--- src/rtl/spi_host_pkg.sv ---
package spi_host_pkg;

  localparam int PRESC_W = 5;
  localparam int HALF_W  = 4;

  localparam logic [7:0] OFS_CTRL  = 8'h00;
  localparam logic [7:0] OFS_SETUP = 8'h04;
  localparam logic [7:0] OFS_TX    = 8'h08;
  localparam logic [7:0] OFS_RX    = 8'h0C;
  localparam logic [7:0] OFS_DONE  = 8'h10;

  typedef struct packed {
    logic              wide;
    logic [HALF_W-1:0] half;
  } xfer_cfg_t;

  // half of the serial period, in system clocks, from the prescale code
  function automatic logic [HALF_W-1:0] half_of(input logic [PRESC_W-1:0] presc);
    logic [PRESC_W-1:0] diff;
    diff = presc - PRESC_W'(16);
    if (!presc[PRESC_W-1] || presc < PRESC_W'(18))
      return HALF_W'(2);
    return diff[HALF_W-1:0];
  endfunction

endpackage

--- src/rtl/spi_host_engine.sv ---
module spi_host_engine
  import spi_host_pkg::*;
#(
  parameter int WORD_MAX = 16,
  parameter int NARROW   = 8
) (
  input  logic                clk,
  input  logic                rst,
  input  logic                start,
  input  xfer_cfg_t           cfg,
  input  logic [WORD_MAX-1:0] tx_word,
  input  logic                miso,
  output logic                busy,
  output logic                sck,
  output logic                mosi,
  output logic                done,
  output logic [WORD_MAX-1:0] rx_word
);

  localparam int CNT_W = $clog2(WORD_MAX + 1);

  logic                busy_q, sck_q;
  logic [HALF_W-1:0]   tmr_q, half_q;
  logic [CNT_W-1:0]    bits_q;
  logic [WORD_MAX-1:0] txsh_q, rxsh_q;

  assign busy    = busy_q;
  assign sck     = sck_q;
  assign mosi    = txsh_q[WORD_MAX-1];
  assign rx_word = rxsh_q;
  assign done    = busy_q && sck_q && (tmr_q == '0) && (bits_q == CNT_W'(1));

  always_ff @(posedge clk) begin
    if (rst) begin
      busy_q <= 1'b0;
      sck_q  <= 1'b0;
      tmr_q  <= '0;
      half_q <= HALF_W'(2);
      bits_q <= '0;
      txsh_q <= '0;
      rxsh_q <= '0;
    end else if (!busy_q) begin
      if (start) begin
        busy_q <= 1'b1;
        sck_q  <= 1'b0;
        half_q <= cfg.half;
        tmr_q  <= cfg.half - HALF_W'(1);
        bits_q <= cfg.wide ? CNT_W'(WORD_MAX) : CNT_W'(NARROW);
        txsh_q <= cfg.wide ? tx_word
                           : {tx_word[NARROW-1:0], {(WORD_MAX-NARROW){1'b0}}};
        rxsh_q <= '0;
      end
    end else if (tmr_q != '0) begin
      tmr_q <= tmr_q - HALF_W'(1);
    end else begin
      tmr_q <= half_q - HALF_W'(1);
      if (!sck_q) begin
        sck_q  <= 1'b1;
        rxsh_q <= {rxsh_q[WORD_MAX-2:0], miso};
      end else begin
        sck_q  <= 1'b0;
        txsh_q <= {txsh_q[WORD_MAX-2:0], 1'b0};
        bits_q <= bits_q - CNT_W'(1);
        if (bits_q == CNT_W'(1))
          busy_q <= 1'b0;
      end
    end
  end

  assert_sck_idle_R9: assert property (@(posedge clk) disable iff (rst)
    !busy_q |-> !sck_q);

  assert_mosi_hold_R9: assert property (@(posedge clk) disable iff (rst)
    sck_q |-> $stable(txsh_q[WORD_MAX-1]));

  assert_ratio_frozen_R12: assert property (@(posedge clk) disable iff (rst)
    (busy_q && $past(busy_q)) |-> $stable(half_q));

  assert_bits_range_R6: assert property (@(posedge clk) disable iff (rst)
    busy_q |-> (bits_q != '0 && bits_q <= CNT_W'(WORD_MAX)));

endmodule

--- src/rtl/spi_host_regs.sv ---
module spi_host_regs
  import spi_host_pkg::*;
#(
  parameter int ADDR_W   = 5,
  parameter int DATA_W   = 32,
  parameter int WORD_MAX = 16
) (
  input  logic                clk,
  input  logic                rst,
  input  logic                wr,
  input  logic                rd,
  input  logic [ADDR_W-1:0]   addr,
  input  logic [DATA_W-1:0]   wdata,
  input  logic                busy_i,
  input  logic                done_i,
  input  logic [WORD_MAX-1:0] rx_word,
  output logic [DATA_W-1:0]   rdata,
  output logic                cs_n,
  output logic                start,
  output xfer_cfg_t           cfg,
  output logic [WORD_MAX-1:0] tx_word
);

  localparam int SETUP_W = PRESC_W + 1;

  logic [7:0]         a8;
  logic               cs_q, done_q;
  logic [SETUP_W-1:0] setup_q;
  logic [DATA_W-1:0]  rdata_q;

  assign a8      = 8'(addr);
  assign start   = wr && (a8 == OFS_TX) && !busy_i;
  assign tx_word = wdata[WORD_MAX-1:0];
  assign cfg     = '{wide: setup_q[PRESC_W], half: half_of(setup_q[PRESC_W-1:0])};
  assign cs_n    = !cs_q;
  assign rdata   = rdata_q;

  always_ff @(posedge clk) begin
    if (rst) begin
      cs_q    <= 1'b0;
      setup_q <= '0;
      done_q  <= 1'b0;
    end else begin
      if (wr && a8 == OFS_CTRL)  cs_q    <= wdata[0];
      if (wr && a8 == OFS_SETUP) setup_q <= wdata[SETUP_W-1:0];
      if (done_i)
        done_q <= 1'b1;
      else if (wr && a8 == OFS_DONE && wdata == '0)
        done_q <= 1'b0;
    end
  end

  always_ff @(posedge clk) begin
    if (rst) begin
      rdata_q <= '0;
    end else begin
      rdata_q <= '0;
      if (rd) begin
        case (a8)
          OFS_CTRL:  rdata_q <= DATA_W'({busy_i, cs_q});
          OFS_SETUP: rdata_q <= DATA_W'(setup_q);
          OFS_RX:    rdata_q <= DATA_W'(rx_word);
          OFS_DONE:  rdata_q <= DATA_W'(done_q);
          default:   rdata_q <= '0;
        endcase
      end
    end
  end

  assert_flag_set_R7: assert property (@(posedge clk) disable iff (rst)
    done_i |=> done_q);

  assert_cs_released_R2: assert property (@(posedge clk) disable iff (rst)
    $past(rst) |-> !cs_q);

endmodule

--- src/rtl/spi_host_ctrl.sv ---
module spi_host_ctrl
  import spi_host_pkg::*;
#(
  parameter int ADDR_W   = 5,
  parameter int DATA_W   = 32,
  parameter int WORD_MAX = 16,
  parameter int NARROW   = 8
) (
  input  logic              clk,
  input  logic              rst,
  input  logic              bus_wr,
  input  logic              bus_rd,
  input  logic [ADDR_W-1:0] bus_addr,
  input  logic [DATA_W-1:0] bus_wdata,
  output logic [DATA_W-1:0] bus_rdata,
  output logic              spi_sck,
  output logic              spi_mosi,
  input  logic              spi_miso,
  output logic              spi_cs_n
);

  logic                busy, done, start;
  xfer_cfg_t           cfg;
  logic [WORD_MAX-1:0] tx_word, rx_word;

  spi_host_regs #(
    .ADDR_W(ADDR_W), .DATA_W(DATA_W), .WORD_MAX(WORD_MAX)
  ) u_regs (
    .clk(clk), .rst(rst), .wr(bus_wr), .rd(bus_rd), .addr(bus_addr),
    .wdata(bus_wdata), .busy_i(busy), .done_i(done), .rx_word(rx_word),
    .rdata(bus_rdata), .cs_n(spi_cs_n), .start(start), .cfg(cfg),
    .tx_word(tx_word)
  );

  spi_host_engine #(
    .WORD_MAX(WORD_MAX), .NARROW(NARROW)
  ) u_engine (
    .clk(clk), .rst(rst), .start(start), .cfg(cfg), .tx_word(tx_word),
    .miso(spi_miso), .busy(busy), .sck(spi_sck), .mosi(spi_mosi),
    .done(done), .rx_word(rx_word)
  );

endmodule

--- config.mk ---
export PLATFORM = sky130hd
export DESIGN_NAME = spi_host_ctrl
export DESIGN_NICKNAME = d
export VERILOG_FILES = /design/src/rtl/spi_host_pkg.sv /design/src/rtl/spi_host_engine.sv /design/src/rtl/spi_host_regs.sv /design/src/rtl/spi_host_ctrl.sv
export SDC_FILE = /design/constraint.sdc
export NUM_CORES = 1
export LEC_CHECK = 0
export BUFFER_PORTS_ARGS = -buffer_cell sky130_fd_sc_hd__buf_4
export CORE_MARGIN = 2
export CORE_UTILIZATION = 44
export DETAILED_ROUTE_END_ITERATION = 16
export PLACE_DENSITY = 0.75
export SLEW_MARGIN = 20
export SYNTH_ARGS = -nofsm -noshare
export SYNTH_HDL_FRONTEND = slang
export SYNTH_SLANG_ARGS = --single-unit
export TNS_END_PERCENT = 20
--- constraint.sdc ---
create_clock -name clk -period 2.3 [get_ports clk]
set_clock_uncertainty 0.1 [all_clocks]
set_input_delay 0 -clock clk [delete_from_list [all_inputs] [get_ports clk]]
set_output_delay 0 -clock clk [all_outputs]
set_load 0.02 [all_outputs]
After elaboration in Yosys (flattened, before gate mapping)
Cells that the tools add are included.

Add/sub/neg operators: 5. $mul: 0. Div/mod/pow operators: 0. Magnitude comparators: 1. Equality and inequality tests: 8. Shift operators: 0. Mux-type cells: 32. Bitwise logic cells: 2. Reduce and logical (&&, ||, !) cells: 24.

Operators by type and width (count): $mux 16 (9); $pmux 16 s4 (1); $logic_not 32->1 (1); $mux 5 (5); $mux 4 (5); $sub 4x1->4 const B (4); $mux 1 (12); $eq 5x4->1 const B (2); $logic_and 1x1->1 (9); $logic_not 8->1 (1); $ne 2x2->1 const B (3); $reduce_and 3->1 (2); $eq 5x1->1 const B (1); $eq 5x3->1 const B (1); $eq 5x5->1 const B (1); $lt 5x5->1 const B (1); $sub 5x1->5 const B (1); $logic_not 4->1 (1); $reduce_and 2->1 (2); $reduce_bool 2->1 (2); $reduce_bool 4->1 (1); $logic_not 1->1 (3); $not 1->1 (2); $reduce_or 2->1 (1); $logic_or 1x1->1 (1).

Register bits after elaboration: 87. Bits in latches: 0. RAM bits: 0. Memory bits (read-only): 0. Input port bits: 42. Word-level logic and storage cells: 83. Memories kept: 0.

Longest topological paths before layout
Depth after elaboration: 7. Depth in mapped cells: 8. Depth with buffers taken out: 6.

Cells and area by module
From an unflattened synthesis, not the netlist that was laid out.

Cell total of the unflattened synthesis: 402. Area total of the unflattened synthesis: 3460.8 um^2.

Modules (own cells, without submodules): spi_host_engine (times used 1, cells each 258, area an instance 2182.1 um^2); spi_host_regs (times used 1, cells each 144, area an instance 1278.7 um^2).

Worst setup path before layout
Ideal clock, no wire load.

Kind: reg-to-reg. Start: register u_engine.tmr_q[0]. End: register u_engine.tmr_q[2]. Setup time: 0.086 ns. Arrival time: 1.802 ns. Required time: 2.114 ns. Setup slack: 0.312 ns. Cell stages (with the launch flop): 8. Buffers on the path: 1. Period minus slack after synthesis: 1.988 ns. Path through: dfxtp_1 > or4b_1 > buf_2 > nor2_1 > a21oi_1 > ha_1 > xor2_1 > a211oi_1.

Word-level cells in the longest chain between the ends: 3. Elaborated cells on any way between the ends: 4.

Ends and longest elaborated chain: start, declared (RTL line spi_host_engine.sv:23) `logic [HALF_W-1:0] tmr_q, half_q;`; start signal, assigned (RTL line spi_host_engine.sv:47) `tmr_q <= cfg.half - HALF_W'(1);`; start signal, assigned (RTL line spi_host_engine.sv:54) `tmr_q <= tmr_q - HALF_W'(1);`; start signal, assigned (RTL line spi_host_engine.sv:56) `tmr_q <= half_q - HALF_W'(1);`; $sub 4x1->4 / $reduce_bool 4->1 (equally long branches) (RTL line spi_host_engine.sv:54, spi_host_engine.sv:53); $mux 4 (*) (RTL line spi_host_engine.sv:53) `end else if (tmr_q != '0) begin`; $mux 4 (*) (RTL line spi_host_engine.sv:42) `end else if (!busy_q) begin`.

Every way passes the cells marked *; elsewhere a longest branch is shown, timed or not. A chain may end at the register's enable or synchronous reset.

Final worst setup path
Start: register u_engine.tmr_q[0]. End: register u_engine.txsh_q[2].

Word-level cells in the longest chain between the ends: 3.

Ends and longest elaborated chain: $reduce_bool 4->1 (RTL line spi_host_engine.sv:53); $ne 2x2->1 (no source line); $reduce_and 3->1 (no source line); end signal, assigned (RTL line spi_host_engine.sv:49) `txsh_q <= cfg.wide ? tx_word`; end signal, assigned (RTL line spi_host_engine.sv:62) `txsh_q <= {txsh_q[WORD_MAX-2:0], 1'b0};`; end, declared (RTL line spi_host_engine.sv:25) `logic [WORD_MAX-1:0] txsh_q, rxsh_q;`.

No other way between the ends.

==> results.toml <==
[sta]
finalHoldViolCount = 0
min_period_ns = 2.16
rsz0062_at_grt = "no"
slew_viol_final = 0
slew_headroom = 0.291
setup_tns_ns = 0
setup_viol = 0
fmax_mhz = 463
worst_pin_slew_ns = 1.06
min_period_over_period = 0.940

[place]
place_hpwl_um = 4910
port_buffers = 60
routabilityCongestion = 0.803
dpl_cell_area_um2 = 3710

[die]
dieArea_um2 = 8000
core_region_area_um2 = 7180
initial_utilization = 0.448
ioPinCount = 77
die-width_um = 89.4
fp.dieH_um = 89.4
row_count = 31

[cts]
post-cts-setup-buffers = 0
numCtsBuffers = 9
htree_levels = 3
clk_latency_ns = 0.35
cts.reportedPaths.clkPinSlew_ns = 0.08
cts_sinks = 71
clock-root-buffer = "clkbuf_8"
cts.path.max_buffers = 2
cts_tree = "yes"

[global_routing]
grt_max_degree = 56
antenna_found_initial = 0
grt_pass1_wl_um = 12300
grt_pass1_vias = 2606
overflow = 0
grtUsageTotal = 0.199

[worst_setup_path]
path_cells = "or4b_1, nor3b_4, nor2_1, buf_12, a211oi_1, nor3_1"
crit_slowest_cell = "or4b_1"
worstRegToRegCells = 6
arrival_ns = 2.28
crit_path_end_kind = "register"
crit_fanout = 16
cp.buffers_inverters = 1
reg2reg_slack_ns = 0.14
cp_top_family = "simple AND/OR/NAND/NOR gates"
rr_startpoint = "u_engine.tmr_q[0]"
critical_path_class = "reg -> reg"
r2r_end = "u_engine.txsh_q[2]"
crit_path_max_incr_delay_ns = 0.69
critPathRequiredTime_ns = 2.42
critPathLaunchType = "register"

[yosys]
synth_edf_count = 0
synth_top_cell_area_share = 0.443
synth_flop_cell = "dfxtp_1"
yosysSeqAreaShare = 0.443
synth.ff_latch_count = 71
synthMostInstantiatedCell = "dfxtp_1"
yosysTopAreaCell = "dfxtp_1"
synth_area_um2 = 3210
ys_types = 49
synth.area.top_cells = "dfxtp_1 (44%), nor2_1 (6.8%), mux2i_1 (6.2%)"
synth-warning-count = 0
synthTopCellsByCount = "dfxtp_1 (71), nor2_1 (58), nand2_1 (39)"
synth_cells = 378
synthArstFlopShare = 0
avgSynthCellArea_um2 = 8.50

[drt]
topRoutingLayerUsed = "met4"
drc_errors = 0
drtIter0Drc = 176
dr_wl_met3_um = 405
wirelength_um = 7660
num_vias = 2873
drt-met1-wl_um = 3250
first_pass_iters = 5
antenna_left = 0
met2_length_um = 3870
via_per_inst = 5.12
routedWlPerCell_um = 13.7

[power]
power_density_nw_per_um2 = 576
clockPowerShare = 0.395
seqPwrFrac = 0.523
p_int_uw = 1740
peakVddDrop_mv = 0.408
combPwrFrac = 0.082
p_switching_uw = 635
p_leak_uw = 0.00158
p_sw_frac = 0.268

[finish]
area_growth_syn_to_layout_pct = 28.2
final.fill_count = 642
layout-drive-gt1-share = 0.208
final_cell_area_um2 = 4120
nNetsFinal = 502
num_antenna_cells = 0

[worst_hold_path]
min_from = "bus_addr[2]"
hold_path_depth = 5
hp-class = "in -> reg"
hold_end = "u_regs.rdata[0]"

[job]
timing.max_cap.violations = 0

[outcome]
status = "finished clean"
==> layout by cell type (no fill, tap or decap), types with 3 or more instances in the layout <==
| cell type | count |
|---|---|
| nand3_1 | 6 |
| mux2i_1 | 20 |
| a211oi_1 | 8 |
| a31oi_1 | 4 |
| and2_1 | 10 |
| a21oi_1 | 21 |
| nor2_1 | 57 |
| ha_1 | 3 |
| o21ai_0 | 14 |
| nor4_1 | 6 |
| dfxtp_1 | 71 |
| inv_1 | 9 |
| dlygate4sd3_1 | 21 |
| conb_1 | 16 |
| nand2b_1 | 3 |
| clkinvlp_4 | 3 |
| nor3_1 | 15 |
| nand2_1 | 39 |
| clkbuf_8 | 9 |
| a22oi_1 | 18 |
| buf_4 | 70 |
==> timing repair <==
action                     CTS  global route
hold buffers                22             0
setup endpoints to repair    0             2
gates resized for setup      0             3
hold endpoints to repair    20             0
==> registers in the layout, indices dropped and copies added, names as in the netlist <==
| signal | count |
|---|---|
| u_engine.sck | 1 |
| u_engine.tmr_q | 4 |
| u_engine.rx_word | 16 |
| u_regs.cs_q | 1 |
| u_engine.bits_q | 5 |
| u_regs.setup_q | 6 |
| u_engine.half_q | 4 |
| u_regs.rdata | 16 |
| u_engine.txsh_q | 16 |
| u_regs.done_q | 1 |
| u_engine.busy | 1 |
==> worst reg2reg max path: cells and delay by family (launching register included) <==
| family | cells | cell delay, ns |
|---|---|---|
| AO/OA/AOI/OAI | 1 | 0.27 |
| buffers and inverters | 1 | 0.19 |
| flip-flops | 1 | 0.32 |
| AND/OR/NAND/NOR | 4 | 1.15 |
==> per-stage QoR <==
step	setup WS [ns]	power (uW)	hold WS, ns	instances	utilization
global route	0.00320	2470	0.0463	561	0.574
global placement	0.210	1430	0.134	524	0.517
finish	0.139	2370	0.0221	561	0.574
floorplan	0.312	1370	-0.0207	393	-
CTS	0.0968	2390	0.000314	562	0.573
detailed placement	0.166	1430	0.138	524	0.517
==> final cells by class <==
type	instances	area, um^2	share of cell area
multi-input combinational	274	1600	0.388
inverter	9	33.8	0.00820
tap	99	124	0.0301
clock inverter	7	62.6	0.0152
timing repair buffer	92	756	0.183
sequential	71	1420	0.345
clock buffer	9	124	0.0301
==> how the worst max path moves through the flow <==
stage                            from                  end  slack, ns  depth (start not counted)
global route        u_engine.tmr_q[1]   u_engine.txsh_q[5]      0.003                          7
finish              u_engine.tmr_q[0]   u_engine.txsh_q[2]       0.14                          6
floorplan           u_engine.tmr_q[0]    u_engine.tmr_q[2]       0.31                          7
CTS                     bus_wdata[26]        u_regs.done_q        0.1                          8
detailed placement      u_engine.busy  u_engine.rx_word[6]       0.17                          5
global placement    u_engine.tmr_q[0]   u_engine.txsh_q[2]       0.21                          6
==> logic make-up (layout without fill, tap and decap cells) <==
family	count (synthesis)	count (layout)	synth area share
AOI/OAI and AO/OA	76	76	0.152
xor gates and xnor gates	3	3	0.00818
adders and majority gates	3	3	0.0117
buffers and inverters	48	117	0.0818
DFF	71	71	0.443
muxes	21	21	0.0658
other	1	16	0.00117
and+or+nand+nor	155	155	0.237
==> power groups by stage <==
stage | Sequential [uW] | Clock [uW] | Combinational (uW)
6_report | 1240 | 938 | 194
5_1_grt | 1240 | 1020 | 208
2_1_floorplan | 1270 | 0 | 105
3_3_place_gp | 1270 | 0 | 162
3_5_place_dp | 1270 | 0 | 165
4_1_cts | 1240 | 960 | 188
==> routing by layer <==
| layer | vias to the layer above | global-route usage |
|---|---|---|
| li1 | 1438 | - |
| met4 | 0 | 0.0719 |
| met5 | - | 0 |
| met1 | 1336 | 0.237 |
| met2 | 86 | 0.343 |
| met3 | 13 | 0.0526 |
Power figures use the tool's default switching activity.
